===== src/rtl/pwc_pkg.sv =====
package pwc_pkg;
  typedef enum logic [1:0] {
    MODE_STOP   = 2'b00,
    MODE_HOLD_A = 2'b01,
    MODE_CAPCLR = 2'b10,
    MODE_HOLD_B = 2'b11
  } pwc_mode_e;
endpackage


===== src/rtl/pwc_edge_det.sv =====
module pwc_edge_det #(
  parameter int unsigned STAGES = 2
) (
  input  logic clk_i,
  input  logic rst_ni,
  input  logic sig_i,
  output logic rise_o,
  output logic fall_o
);
  logic [STAGES-1:0] sync_q;
  logic [STAGES-1:0] vld_q;
  logic              prev_q;
  logic              prev_vld_q;
  logic              lvl;

  assign lvl = sync_q[STAGES-1];

  always_ff @(posedge clk_i or negedge rst_ni) begin
    if (!rst_ni) begin
      sync_q     <= '0;
      vld_q      <= '0;
      prev_q     <= 1'b0;
      prev_vld_q <= 1'b0;
    end else begin
      sync_q     <= {sync_q[STAGES-2:0], sig_i};
      vld_q      <= {vld_q[STAGES-2:0], 1'b1};
      prev_q     <= lvl;
      prev_vld_q <= vld_q[STAGES-1];
    end
  end

  // first valid level only primes prev_q
  assign rise_o = prev_vld_q & lvl & ~prev_q;
  assign fall_o = prev_vld_q & ~lvl & prev_q;

  p_rise_gap_r5: assert property (@(posedge clk_i) disable iff (!rst_ni)
    rise_o |=> !rise_o);
  p_fall_gap_r5: assert property (@(posedge clk_i) disable iff (!rst_ni)
    fall_o |=> !fall_o);
endmodule


===== src/rtl/pwc_counter.sv =====
module pwc_counter #(
  parameter int unsigned CNT_W = 16
) (
  input  logic             clk_i,
  input  logic             rst_ni,
  input  logic             tick_i,
  input  logic             run_i,
  input  logic             stop_i,
  input  logic             clr_i,
  input  logic             ovf_clr_i,
  output logic [CNT_W-1:0] cnt_o,
  output logic             ovf_o
);
  localparam logic [CNT_W-1:0] CNT_MAX = '1;

  logic [CNT_W-1:0] cnt_q, cnt_d;
  logic             ovf_q, ovf_d;
  logic             wrap;

  assign wrap = run_i & tick_i & (cnt_q == CNT_MAX);

  always_comb begin
    cnt_d = cnt_q;
    if (stop_i)                 cnt_d = '0;
    else if (run_i && clr_i)    cnt_d = '0;
    else if (run_i && tick_i)   cnt_d = cnt_q + 1'b1;
  end

  // wrap wins over software clear; clear on an edge does not mask the wrap
  always_comb begin
    ovf_d = ovf_q;
    if (wrap)           ovf_d = 1'b1;
    else if (ovf_clr_i) ovf_d = 1'b0;
  end

  always_ff @(posedge clk_i or negedge rst_ni) begin
    if (!rst_ni) begin
      cnt_q <= '0;
      ovf_q <= 1'b0;
    end else begin
      cnt_q <= cnt_d;
      ovf_q <= ovf_d;
    end
  end

  assign cnt_o = cnt_q;
  assign ovf_o = ovf_q;

  p_stop_zero_r2: assert property (@(posedge clk_i) disable iff (!rst_ni)
    stop_i |=> cnt_q == '0);
  p_clear_zero_r3: assert property (@(posedge clk_i) disable iff (!rst_ni)
    run_i && clr_i |=> cnt_q == '0);
  p_no_tick_hold_r10: assert property (@(posedge clk_i) disable iff (!rst_ni)
    run_i && !clr_i && !tick_i |=> $stable(cnt_q));
  p_wrap_sets_r8: assert property (@(posedge clk_i) disable iff (!rst_ni)
    run_i && tick_i && cnt_q == CNT_MAX |=> ovf_q);
  p_ovf_sticky_r8: assert property (@(posedge clk_i) disable iff (!rst_ni)
    ovf_q && !ovf_clr_i |=> ovf_q);
endmodule


===== src/rtl/pwc_capture_timer.sv =====
module pwc_capture_timer #(
  parameter int unsigned CNT_W       = 16,
  parameter int unsigned SYNC_STAGES = 2
) (
  input  logic             clk_i,
  input  logic             rst_ni,
  input  logic             tick_i,
  input  logic             sig_i,
  input  logic [1:0]       mode_i,
  input  logic             edge_rise_sel_i,
  input  logic             ovf_clr_i,
  output logic [CNT_W-1:0] period_o,
  output logic [CNT_W-1:0] width_o,
  output logic             period_irq_o,
  output logic             width_irq_o,
  output logic             ovf_o
);
  import pwc_pkg::*;

  localparam int unsigned N_CH  = 2;
  localparam int unsigned CH_PER = 0;
  localparam int unsigned CH_WID = 1;

  pwc_mode_e        mode;
  logic             run, stop;
  logic             rise, fall;
  logic             valid_edge, width_edge;
  logic [CNT_W-1:0] cnt;
  logic [N_CH-1:0]  cap_ev;
  logic [N_CH-1:0]  irq_q;
  logic [CNT_W-1:0] cap_q [N_CH];

  assign mode = pwc_mode_e'(mode_i);
  assign run  = (mode == MODE_CAPCLR);
  assign stop = (mode == MODE_STOP);

  pwc_edge_det #(.STAGES(SYNC_STAGES)) u_edge (
    .clk_i  (clk_i),
    .rst_ni (rst_ni),
    .sig_i  (sig_i),
    .rise_o (rise),
    .fall_o (fall)
  );

  assign valid_edge = edge_rise_sel_i ? rise : fall;
  assign width_edge = edge_rise_sel_i ? fall : rise;

  assign cap_ev[CH_PER] = run & valid_edge;
  assign cap_ev[CH_WID] = run & width_edge;

  pwc_counter #(.CNT_W(CNT_W)) u_cnt (
    .clk_i     (clk_i),
    .rst_ni    (rst_ni),
    .tick_i    (tick_i),
    .run_i     (run),
    .stop_i    (stop),
    .clr_i     (valid_edge),
    .ovf_clr_i (ovf_clr_i),
    .cnt_o     (cnt),
    .ovf_o     (ovf_o)
  );

  for (genvar g = 0; g < N_CH; g++) begin : g_ch
    always_ff @(posedge clk_i or negedge rst_ni) begin
      if (!rst_ni) begin
        cap_q[g] <= '0;
        irq_q[g] <= 1'b0;
      end else begin
        irq_q[g] <= cap_ev[g];
        if (cap_ev[g]) cap_q[g] <= cnt;
      end
    end
  end

  assign period_o     = cap_q[CH_PER];
  assign width_o      = cap_q[CH_WID];
  assign period_irq_o = irq_q[CH_PER];
  assign width_irq_o  = irq_q[CH_WID];

  p_period_cap_r3: assert property (@(posedge clk_i) disable iff (!rst_ni)
    run && valid_edge |=> period_irq_o && period_o == $past(cnt));
  p_width_cap_r4: assert property (@(posedge clk_i) disable iff (!rst_ni)
    run && width_edge |=> width_irq_o && width_o == $past(cnt));
  p_no_cap_idle_r2: assert property (@(posedge clk_i) disable iff (!rst_ni)
    !run |=> !period_irq_o && !width_irq_o);
  p_irq_pulse_r6: assert property (@(posedge clk_i) disable iff (!rst_ni)
    period_irq_o |=> !period_irq_o);
  p_width_hold_r6: assert property (@(posedge clk_i) disable iff (!rst_ni)
    !width_irq_o |-> $stable(width_o));
endmodule


===== config.mk =====
export PLATFORM = sky130hd
export DESIGN_NAME = pwc_capture_timer
export DESIGN_NICKNAME = d
export VERILOG_FILES = /design/src/rtl/pwc_pkg.sv /design/src/rtl/pwc_edge_det.sv /design/src/rtl/pwc_counter.sv /design/src/rtl/pwc_capture_timer.sv
export SDC_FILE = /design/constraint.sdc
export NUM_CORES = 1
export LEC_CHECK = 0
export BUFFER_PORTS_ARGS = -buffer_cell sky130_fd_sc_hd__buf_2
export CORE_MARGIN = 3
export CORE_UTILIZATION = 50
export CTS_BUF_LIST = sky130_fd_sc_hd__clkbuf_4 sky130_fd_sc_hd__clkbuf_8 sky130_fd_sc_hd__clkbuf_16
export DETAILED_ROUTE_END_ITERATION = 12
export PLACE_DENSITY = 0.73
export SKIP_LAST_GASP = 1
export SYNTH_ARGS = -nofsm -noshare
export SYNTH_HDL_FRONTEND = slang
export SYNTH_SLANG_ARGS = --single-unit

===== constraint.sdc =====
create_clock -name clk_i -period 1.9 [get_ports clk_i]
set_clock_uncertainty 0.05 [all_clocks]
set_input_delay 0.38 -clock clk_i [delete_from_list [all_inputs] [get_ports clk_i]]
set_output_delay 0.38 -clock clk_i [all_outputs]
set_load 0.005 [all_outputs]

==> metrics.md, run 1 <==
| Metric | Value |
|---|---|
| Post-synthesis sequential area ratio | `0.591` |
| Die area | `approximately 5700 um^2` |
| Flops & latches, synth | `57` |
| Min-Delay Path Class | `input pin to register` |
| Hold Vio Cnt, Final | `0` |
| ANT cells | `0` |
| DP Wirelength | `3.34 mm` |
| Input/output buffers | `42` |
| GR Util All Layers | `0.194` |
| Vias per cell | `5.35` |
| DR DRC count | `0` |
| Post-route cell area | `3080 um^2` |
| GPL Wtd Cong | `about 0.80` |
| Largest net degree at the start of global routing | `slightly below 60` |
| Initial antenna violation count | `0` |
| Synth Area in Simple Gates | `0.148` |
| Max VDD drop | `583 uV` |
| Reg-to-reg setup timing slack | `160 ps` |
| Register area | `approximately 1400 um^2` |
| Slew Limit Fails | `0` |
| Final min period | `1740 ps` |
| H-Tree Depth | `3` |
| Reg-to-reg critical path startpoint | `u_edge.sync_q[1]$_DFF_PN0_` |
| Final setup fails | `0` |
| Clock root buffer | `clkbuf_8` |
| Overflow after GRT | `0` |
| Die Height | `75.5 um` |
| Post-Syn Area | `2410 um^2` |
| Max Clk Rate | `roughly 580 MHz` |
| Max Cap Viol | `0` |
| Critical path peak fanout | `7` |
| Critical R2R Capture | `u_cnt.cnt_o[11]$_DFFE_PN0P_` |
| Multi-input logic area | `938 um^2` |
| Slew Limit Headroom | `0.618` |
| CTS tree | `yes` |
| Critical path's slowest cell | `or4b_1` |
| CP top delay family | `simple AND/OR/NAND/NOR gates` |
| Post-CTS setup buffer count | `0` |
| Slowest stage delay, CP | `510 ps` |
| Met2 wire length | `2.31 mm` |
| Reg2Reg Depth | `4` |
| Crit path capture type | `register` |
| Clk slew on worst S/H paths | `60 ps` |
| Synth top area share | `0.591` |
| Met3 WL | `174 um` |
| Syn nets | `between 150 and 200` |
| Routed len/inst | `15.3 um` |
| Hold path depth | `1` |
| Synth area leaders | `dfrtp_1 59%, mux2_2 15%, nor2_1 1.6%` |
| Drt initial violations | `between 70 and 80` |
| Synth unique cells | `38` |
| Synth top cells by count | `57 x dfrtp_1, 33 x mux2_2, 10 x nor2_1, 9 x nand2_1, 7 x a21oi_1` |
| Yosys warning total | `0` |
| M1 WL | `roughly 2.2 mm` |
| XOR/XNOR Fraction of Synth Area | `0.0254` |
| Crit Path Class | `register to register` |
| Chip width | `about 75 um` |
| Slew at the pin closest to its max-slew limit | `567 ps` |
| Core box area | `4500 um^2` |
| Post-synth EDFFs | `0` |
| Fillers | `337` |
| Number of I/O pins | `43` |
| WHS Endpoint | `u_edge.sync_q[0]$_DFF_PN0_` |
| Crit path cell chain | `and4bb_2 > o41ai_2 > or4b_1 > a21oi_1` |
| Crit share post-route | `0.915` |
| Total negative slack | `0 ps` |
| Cell taking the most area after synthesis | `dfrtp_1` |
| Most common cell in the synthesized netlist | `dfrtp_1` |
| Outcome | `finished clean` |
| Main combinational cell family by area after synthesis | `multiplexers` |
| P per Cell Area | `925 nW/um^2` |
| Ratio of cells with drive above 1 in the final layout | `0.453` |
| Vias | `1659` |
| Clk Latency, worst-skew pair | `330 ps` |
| Compound-cell area share of the yosys netlist | `0.0550` |
| WHS | `roughly 98 ps` |
| Rows | `24` |
| Crit path arrival time | `around 1900 ps` |
| Top routing layer in use | `met4` |
| Syn Inst Count | `around 190` |
| Ys flop type | `dfrtp_1` |
| Placement-stage cell area | `2810 um^2` |
| Routed Antenna Nets | `0` |
| CTS Hold Bufs | `1` |
| Multiplexer share of the synthesized area | `0.154` |
| Cts bufs inserted | `9` |
| Startpoint Class | `register` |
| Bufs and invs on worst path | `0` |
| Pleak | `roughly 1.6 nW` |
| RSZ-0062 raised after global routing | `false` |
| Levels on crit path | `4` |
| Clk buf depth | `2` |
| Area grow syn2layout | `27.6%` |
| Synth async-reset ratio | `1.00` |
| Fin nets | `~260` |
| Drt total wl | `between 4 and 5 mm` |
| 1st-pass router iterations | `4` |
| Cts repair resizes | `0` |
| HP Start | `sig_i` |
| CTS sink cnt | `57` |
| First-pass GRT wire length | `8.01 mm` |
| Number of global-route vias before repair | `around 1700` |
| Initial core utilization | `0.536` |
| Adder and majority gate portion of the synthesized area | `0.00518` |
| Post-Syn Area per Cell | `12.8 um^2` |
| CP required | `2100 ps` |
## layer usage
layer  track usage  vias up
li1              -      814
met1         0.258      800
met2         0.289       36
met3        0.0515        9
met4         0.105        0
met5             0        -
## final cells by class
type / count / share of cell area
inverters: 6 / 0.00731
clock buffers: 12 / 0.0536
well taps: 52 / 0.0211
repair buffers: 59 / 0.119
flip-flops and latches: 57 / 0.463
clock inverters: 4 / 0.0317
multi-input cells: 120 / 0.305
## worst max path at each step
stage,startpoint,end
final,u_edge.sync_q[1]$_DFF_PN0_,u_cnt.cnt_o[11]$_DFFE_PN0P_
after global routing,u_edge.sync_q[1]$_DFF_PN0_,u_cnt.cnt_o[11]$_DFFE_PN0P_
after CTS,u_edge.sync_q[1]$_DFF_PN0_,u_cnt.cnt_o[11]$_DFFE_PN0P_
after detailed placement,edge_rise_sel_i,u_cnt.cnt_o[11]$_DFFE_PN0P_
after global placement,edge_rise_sel_i,u_cnt.cnt_o[11]$_DFFE_PN0P_
after floorplan,mode_i[0],width_o[10]$_DFFE_PN0P_
## layout by cell type, fill, tap and decap left out, drive strengths merged
master | netlist | routed
ha | 1 | 1
clkinvlp | 0 | 1
dlygate4sd3 | 0 | 1
nand4 | 7 | 7
nor2b | 1 | 1
a22o | 1 | 1
o41ai | 2 | 2
nor4 | 3 | 3
clkbuf | 3 | 12
nand3 | 7 | 7
buf | 3 | 58
and3b | 1 | 1
nand2b | 2 | 2
nor2 | 10 | 10
xnor2 | 4 | 4
or2 | 2 | 2
and3 | 1 | 1
a21oi | 9 | 9
inv | 6 | 6
nand3b | 3 | 3
nand2 | 9 | 9
xor2 | 3 | 3
nor3 | 5 | 5
and4b | 1 | 1
mux2 | 33 | 33
or4 | 5 | 5
o22ai | 1 | 1
and4bb | 1 | 1
or4b | 1 | 1
bufinv | 0 | 3
conb | 1 | 1
o21ai | 3 | 3
a211oi | 1 | 1
dfrtp | 57 | 57
a41oi | 2 | 2
## registers in the layout (all words and copies together) (netlist names)
name               flops
period_irq_o           1
period_o              16
u_cnt.cnt_o           16
u_cnt.ovf_o            1
u_edge.prev_q          1
u_edge.prev_vld_q      1
u_edge.sync_q          2
u_edge.vld_q           2
width_irq_o            1
width_o               16
## report_power, final
part           internal, mW  switching (mW)  total (mW)
combinational        0.0656          0.0816       0.147
sequential             1.24          0.0153        1.26
clock                 0.978           0.466        1.44
## kinds of logic after synthesis
family | Yosys count
adders and majority gates | 1
xor gates and xnor gates | 7
and+or+nand+nor | 59
buffers and inverters | 12
AOI/OAI and AO/OA | 19
DFF | 57
other | 1
muxes | 33
## metrics by stage
stage | total power [mW] | setup WS [ps] | std cells | utilization
2_1_floorplan | 1.34 | 220 | 189 | -
3_3_place_gp | 1.42 | 146 | 293 | 0.623
3_5_place_dp | 1.43 | 101 | 293 | 0.623
4_1_cts | 2.88 | 158 | 310 | 0.684
5_1_grt | 2.96 | 48.2 | 310 | 0.684
6_report | 2.85 | 162 | 310 | 0.684
No activity file was read; power rests on OpenSTA's default activity.
==> run 2, diff against run 1 <==
- ABC_AREA: unset -> 1
==> metrics.md, run 2 <==
| Metric | Value |
|---|---|
| Routed len/inst | `12.9 um (-16%)` |
| GPL Wtd Cong | `0.927 (+15%)` |
| DP Wirelength | `3.56 mm (+6.5%)` |
| Hold Vio Cnt, Final | `0 (unchanged)` |
| Bufs and invs on worst path | `0 (unchanged)` |
| Cts repair resizes | `0 (unchanged)` |
| Synth async-reset ratio | `1.00 (unchanged)` |
| Fin nets | `342 (+31%)` |
| Chip width | `75.6 um (+0.19%)` |
| Startpoint Class | `register` |
| First-pass GRT wire length | `8.49 mm (+6.0%)` |
| Synth area leaders | `dfrtp_1 59%, nand2_1 13%, o21ai_0 8.1%` |
| Drt initial violations | `123 (+68%)` |
| Final setup fails | `0 (unchanged)` |
| Core box area | `4500 um^2 (unchanged)` |
| Inst Count DP | `373 (+27%)` |
| Non-Filler Instances | `390 (+26%)` |
| Die area | `5720 um^2 (+0.38%)` |
| Pleak | `1.50 nW (-3.8%)` |
| Clk slew on worst S/H paths | `60 ps (about the same)` |
| RSZ-0062 raised after global routing | `false` |
| Crit share post-route | `0.789 (-0.126)` |
| Area grow syn2layout | `18.5%` |
| Slack of the critical path | `401 ps (+240 ps)` |
| Syn nets | `292 (+47%)` |
| Min-Delay Path Class | `input pin to register` |
| Synth unique cells | `21 (-45%)` |
| Drt total wl | `5.03 mm (+5.9%)` |
| Synth top area share | `0.589 (-0.00244)` |
| GR Util All Layers | `0.202 (+0.00869)` |
| Outcome | `finished clean` |
| Initial core utilization | `0.538 (+0.00222)` |
| P per Cell Area | `832 nW/um^2 (-10%)` |
| Placement Setup Slack | `348 ps (+247 ps)` |
| Number of I/O pins | `43 (unchanged)` |
| Post-Syn Area | `2420 um^2 (+0.41%)` |
| Post-synth EDFFs | `0 (unchanged)` |
| Post-CTS setup buffer count | `0 (unchanged)` |
| Cts bufs inserted | `9 (unchanged)` |
| Routed Antenna Nets | `0 (unchanged)` |
| Flops & latches, synth | `57 (unchanged)` |
| Vias per cell | `5.09 (-4.8%)` |
| Overflow after GRT | `0 (unchanged)` |
| Most frequent CP cell | `nand2_1` |
| Max VDD drop | `474 uV (-19%)` |
| Final min period | `1500 ps (-240 ps)` |
| Number of global-route vias before repair | `1849 (+11%)` |
| Input/output buffers | `42 (unchanged)` |
| ANT cells | `0 (unchanged)` |
| Synth top cells by count | `87 x nand2_1, 57 x dfrtp_1, 39 x o21ai_0, 33 x inv_1, 16 x nor2_1` |
| Vias | `1986 (+20%)` |
| Most common cell in the synthesized netlist | `nand2_1` |
| Slowest stage delay, CP | `370 ps (-140 ps)` |
| Critical path peak fanout | `4 (-3)` |
| CTS tree | `yes` |
| Crit path cell chain | `ha_1 > nand2_1 > nor2_1 > nand2_1 > nor2_1 > nand2_1 > nand2_1 > a21oi_1` |
| Ys flop type | `dfrtp_1` |
| Clk Latency, worst-skew pair | `330 ps (about the same)` |
| Most frequent cells in the layout | `87 x nand2_1, 57 x dfrtp_1, 42 x buf_2, 39 x o21ai_0, 33 x inv_1` |
| CTS Hold Bufs | `1 (unchanged)` |
| Syn Inst Count | `283 (+50%)` |
| 1st-pass router iterations | `7 (+3)` |
| Rows | `24 (unchanged)` |
| Clock root buffer | `clkbuf_8` |
| CP top delay family | `simple AND/OR/NAND/NOR gates` |
| CTS sink cnt | `57 (unchanged)` |
| Post-Syn Area per Cell | `8.56 um^2 (-33%)` |
| Slew Limit Fails | `0 (unchanged)` |
| Critical path's slowest cell | `dfrtp_1` |
| Clk buf depth | `2 (unchanged)` |
| Die Height | `75.6 um (+0.19%)` |
| Cell taking the most area after synthesis | `dfrtp_1` |
| Ratio of cells with drive above 1 in the final layout | `0.204 (-0.249)` |
| Total power | `2.39 mW (-16%)` |
| Yosys warning total | `0 (unchanged)` |
| Largest net degree at the start of global routing | `58 (unchanged)` |
| Commonest non-fill, non-tap cell in the layout | `nand2_1` |
| DR DRC count | `0 (unchanged)` |
| Crit Path Class | `register to register` |
| Crit path arrival time | `1660 ps (-280 ps)` |
| CP required | `2070 ps (-30 ps)` |
| Max Clk Rate | `667 MHz (+16%)` |
| Total negative slack | `0 ps (unchanged)` |
| Post-synthesis sequential area ratio | `0.589 (-0.00244)` |
| WHS | `106 ps (+7.70 ps)` |
| H-Tree Depth | `3 (unchanged)` |
| Initial antenna violation count | `0 (unchanged)` |
| Max Cap Viol | `0 (unchanged)` |
| Crit path capture type | `register` |
==> run 2: cell count changes after synthesis, sizes merged, moves of 5 or more <==
cell   previous run  this run
inv               6        34
nand2             9        89
or4               5         0
nor2             10        20
nand3             7        15
mux2             33         0
o21ai             3        39
==> run 2: where the power goes <==
part / switching (mW) / total, mW / internal, mW
clock: 0.471 / 0.948 / 0.477
sequential: 0.0211 / 1.28 / 1.26
combinational: 0.105 / 0.164 / 0.0594
==> run 2: path summary, 6_finish.rpt <==
path,startpoint,to,slack [ps],cells after the start
max,u_cnt.cnt_o[1]$_DFFE_PN0P_,u_cnt.cnt_o[12]$_DFFE_PN0P_,400,8
min,sig_i,u_edge.sync_q[0]$_DFF_PN0_,110,1
max reg2reg,u_cnt.cnt_o[1]$_DFFE_PN0P_,u_cnt.cnt_o[12]$_DFFE_PN0P_,400,8
min reg2reg,u_edge.sync_q[0]$_DFF_PN0_,u_edge.sync_q[1]$_DFF_PN0_,310,0
max in group asynchronous,rst_ni,width_o[12]$_DFFE_PN0P_,1030,3
min in group asynchronous,rst_ni,width_o[2]$_DFFE_PN0P_,530,3
==> run 2: cell families (layout without fill, tap and decap cells) <==
logic type               Yosys count  count (layout)  share of synthesized area
AO/OA/AOI/OAI                     51              51                      0.106
adder cells (fa/ha/maj)            1               1                    0.00516
buffers and inverters             42              97                     0.0697
flip-flops                        57              57                      0.589
other                              1               1                    0.00155
AND/OR/NAND/NOR                  131             131                      0.229
==> run 2: through the flow <==
stage,area (um^2),util
after global routing,2870,0.638
after CTS,2870,0.638
after floorplan,2420,-
after detailed placement,2700,0.599
after global placement,2700,0.599
final,2870,0.638
==> run 2: cell type report <==
class                      count  area [um^2]
inverter                      35          131
tap                           52         65.1
sequential                    57         1430
fill                         399         1630
clock buffer                  10          131
multi-input combinational    184          828
clock inverter                 6         35.0
timing repair buffer          46          255
==> run 2: metal layers <==
| metal | part of all wire | GRT usage | routed length [um] | vias to the layer above |
|---|---|---|---|---|
| li1 | - | - | - | 999 |
| met1 | 0.50 | 0.282 | 2520 | 924 |
| met2 | 0.43 | 0.291 | 2150 | 54 |
| met3 | 0.051 | 0.0422 | 255 | 9 |
| met4 | 0.021 | 0.120 | 106 | 0 |
| met5 | 0 | 0 | 0 | - |
==> run 3, diff against run 2 <==
- CORE_UTILIZATION: 50 -> 49
- PLACE_DENSITY: 0.73 -> 0.74
- clock period: 1.9 -> 1.2 ns (I/O delays scaled with it)
==> metrics.md, run 3 (synthesis gave the netlist of run 2 again) <==
| Metric | Value |
|---|---|
| Fin nets | `373 (+9.1%)` |
| Critical path peak fanout | `4 (unchanged)` |
| Vias per cell | `5.11 (+0.27%)` |
| Cts bufs inserted | `9 (unchanged)` |
| Initial core utilization | `0.531 (-0.00708)` |
| Sw Pwr | `945 uW (+58%)` |
| Min-Delay Path Class | `input pin to register` |
| Clock root buffer | `clkbuf_8` |
| Vias | `2211 (+11%)` |
| Fillers | `349 (-13%)` |
| Routed len/inst | `13.6 um (+5.8%)` |
| Slack of the critical path | `-206 ps (-607 ps)` |
| Clk pwr share | `0.454 (+0.057)` |
| Inst Count DP | `411 (+10%)` |
| RSZ-0062 raised after global routing | `true` |
| Placement-stage cell area | `2940 um^2 (+8.9%)` |
| Comb pwr share | `0.078 (+0.009)` |
| Die area | `5830 um^2 (+1.9%)` |
| DR DRC count | `0 (unchanged)` |
| Die Height | `76.3 um (+0.94%)` |
| CTS tree | `yes` |
| Routed Antenna Nets | `0 (unchanged)` |
| Clk Latency, worst-skew pair | `330 ps (about the same)` |
| Register share of total power | `0.468 (-0.067)` |
| Commonest non-fill, non-tap cell in the layout | `nand2_1` |
| Crit path arrival time | `1570 ps (-90 ps)` |
| Core box area | `4560 um^2 (+1.3%)` |
| First-pass GRT wire length | `9.89 mm (+16%)` |
| DP Wirelength | `3.79 mm (+6.5%)` |
| Clk slew on worst S/H paths | `60 ps (about the same)` |
| CP required | `1360 ps (-710 ps)` |
| Final setup fails | `49 (+49)` |
| Slowest stage delay, CP | `410 ps (+40 ps)` |
| Outcome | `finished with violations` |
| Startpoint Class | `register` |
| Overflow after GRT | `0 (unchanged)` |
| Number of global-route vias before repair | `2121 (+15%)` |
| Largest net degree at the start of global routing | `58 (unchanged)` |
| Crit path capture type | `register` |
| Chip width | `76.3 um (+0.94%)` |
| Rows | `24 (unchanged)` |
| Non-Filler Instances | `433 (+11%)` |
| Number of I/O pins | `43 (unchanged)` |
| Drt initial violations | `125 (+1.6%)` |
| Max VDD drop | `974 uV (+110%)` |
| Drt total wl | `5.90 mm (+17%)` |
| Critical path's slowest cell | `dfrtp_1` |
| Max Cap Viol | `0 (unchanged)` |
| Failing checks | `negative setup slack` |
| Area grow syn2layout | `37.4%` |
| Slew Limit Fails | `0 (unchanged)` |
| GR Util All Layers | `0.212 (+0.00978)` |
| H-Tree Depth | `3 (unchanged)` |
| ANT cells | `0 (unchanged)` |
| Post-route cell area | `3330 um^2 (+16%)` |
| P per Cell Area | `1300 nW/um^2 (+56%)` |
| Max Clk Rate | `711 MHz (+6.6%)` |
| Pint | `3.39 mW (+89%)` |
| Clk buf depth | `2 (unchanged)` |
| Input/output buffers | `42 (unchanged)` |
| Final min period | `1410 ps (-93.0 ps)` |
| Crit path cell chain | `ha_4 > nand2_4 > nor2_4 > nand2_4 > nor2_4 > nand2_1 > nand2_1 > a21oi_2` |
| Hold Vio Cnt, Final | `0 (unchanged)` |
| Pleak | `1.72 nW (+15%)` |
| Ratio of cells with drive above 1 in the final layout | `0.334 (+0.130)` |
| GPL Wtd Cong | `0.900 (-3.0%)` |
| Crit share post-route | `1.17 (+0.383)` |
| CTS sink cnt | `57 (unchanged)` |
| Initial antenna violation count | `0 (unchanged)` |
| Most frequent cells in the layout | `78 x nand2_1, 57 x dfrtp_1, 42 x buf_2, 33 x o21ai_0, 30 x inv_1` |
| Crit Path Class | `register to register` |
| 1st-pass router iterations | `4 (-3)` |
| Net Sw Frac | `0.218 (-0.0318)` |
==> run 3: cell types whose count changed in the layout (fill, tap and decap cells not counted), moves of 4 or more <==
cell     before  now
nor2_4        2    6
o21ai_1       0    6
buf_4         2   29
a21oi_1      11    7
nand2_1      87   78
a21oi_2       0    4
nand2_2       2    8
o21ai_0      39   33
nor2_1       16   12
==> run 3: worst max-delay path, delay by kind of cell, from the launching register on <==
kind            cells  cell delay, ps
compound gates      1              50
fa+ha+maj           1             180
flops               1             410
simple gates        6             600
==> run 3: final timing paths <==
check	startpoint	endpoint	slack, ps	cells past startpoint
hold reg to reg	u_edge.vld_q[1]$_DFF_PN0_	u_edge.prev_vld_q$_DFF_PN0_	300	0
max in group asynchronous	rst_ni	width_o[4]$_DFFE_PN0P_	450	3
setup / recovery	u_cnt.cnt_o[0]$_DFFE_PN0P_	u_cnt.cnt_o[8]$_DFFE_PN0P_	-210	8
hold / removal	ovf_clr_i	u_cnt.ovf_o$_DFFE_PN0P_	60	2
setup reg to reg	u_cnt.cnt_o[0]$_DFFE_PN0P_	u_cnt.cnt_o[8]$_DFFE_PN0P_	-210	8
min in group asynchronous	rst_ni	width_o[2]$_DFFE_PN0P_	380	3
==> run 3: area by class of cell <==
cell class                      instances  area [um^2]  share of cell area
Clock inverter                          3         65.1              0.0195
Multi-Input combinational cell        184          946               0.284
Clock buffer                           12          153              0.0458
Tap cell                               65         81.3              0.0244
Sequential cell                        57         1430               0.428
Inverter                               35          136              0.0409
Timing Repair Buffer                   77          523               0.157
==> run 3: per-stage QoR <==
step / hold WS, ps / setup TNS (ps) / util / setup slack (ps) / total power, mW
floorplan: -106 / -486 / - / -66.9 / 2.19
global placement: 213 / -3880 / 0.643 / -168 / 2.36
detailed placement: 215 / -5540 / 0.643 / -281 / 2.37
CTS: 53.3 / -4320 / 0.707 / -195 / 4.33
global route: 62.9 / -8620 / 0.730 / -266 / 4.48
finish: 61.9 / -3840 / 0.730 / -206 / 4.34
==> run 3: timing repair <==
item / 4_1_cts / 5_1_grt
hold endpoints to repair: 58 / 0
setup buffers: 3 / 2
setup endpoints to repair: 43 / 50
cloned: 0 / 0
hold buffers: 2 / 0
pin swaps: 7 / 9
resized for setup: 10 / 28
==> run 3: power by group through the flow <==
stage | clock network (mW) | registers [mW] | logic [mW]
floorplan | 0 | 2.06 | 0.124
global placement | 0 | 2.06 | 0.302
detailed placement | 0 | 2.06 | 0.306
CTS | 1.99 | 2.03 | 0.322
global route | 2.07 | 2.04 | 0.381
finish | 1.97 | 2.03 | 0.338
==> run 3: per-layer routing <==
| metal | routed length [um] | track usage | vias to the layer above |
|---|---|---|---|
| met3 | 410 | 0.0366 | 20 |
| li1 | - | - | 1064 |
| met5 | 0 | 0 | - |
| met1 | 2660 | 0.296 | 1028 |
| met4 | 165 | 0.0960 | 0 |
| met2 | 2670 | 0.325 | 99 |
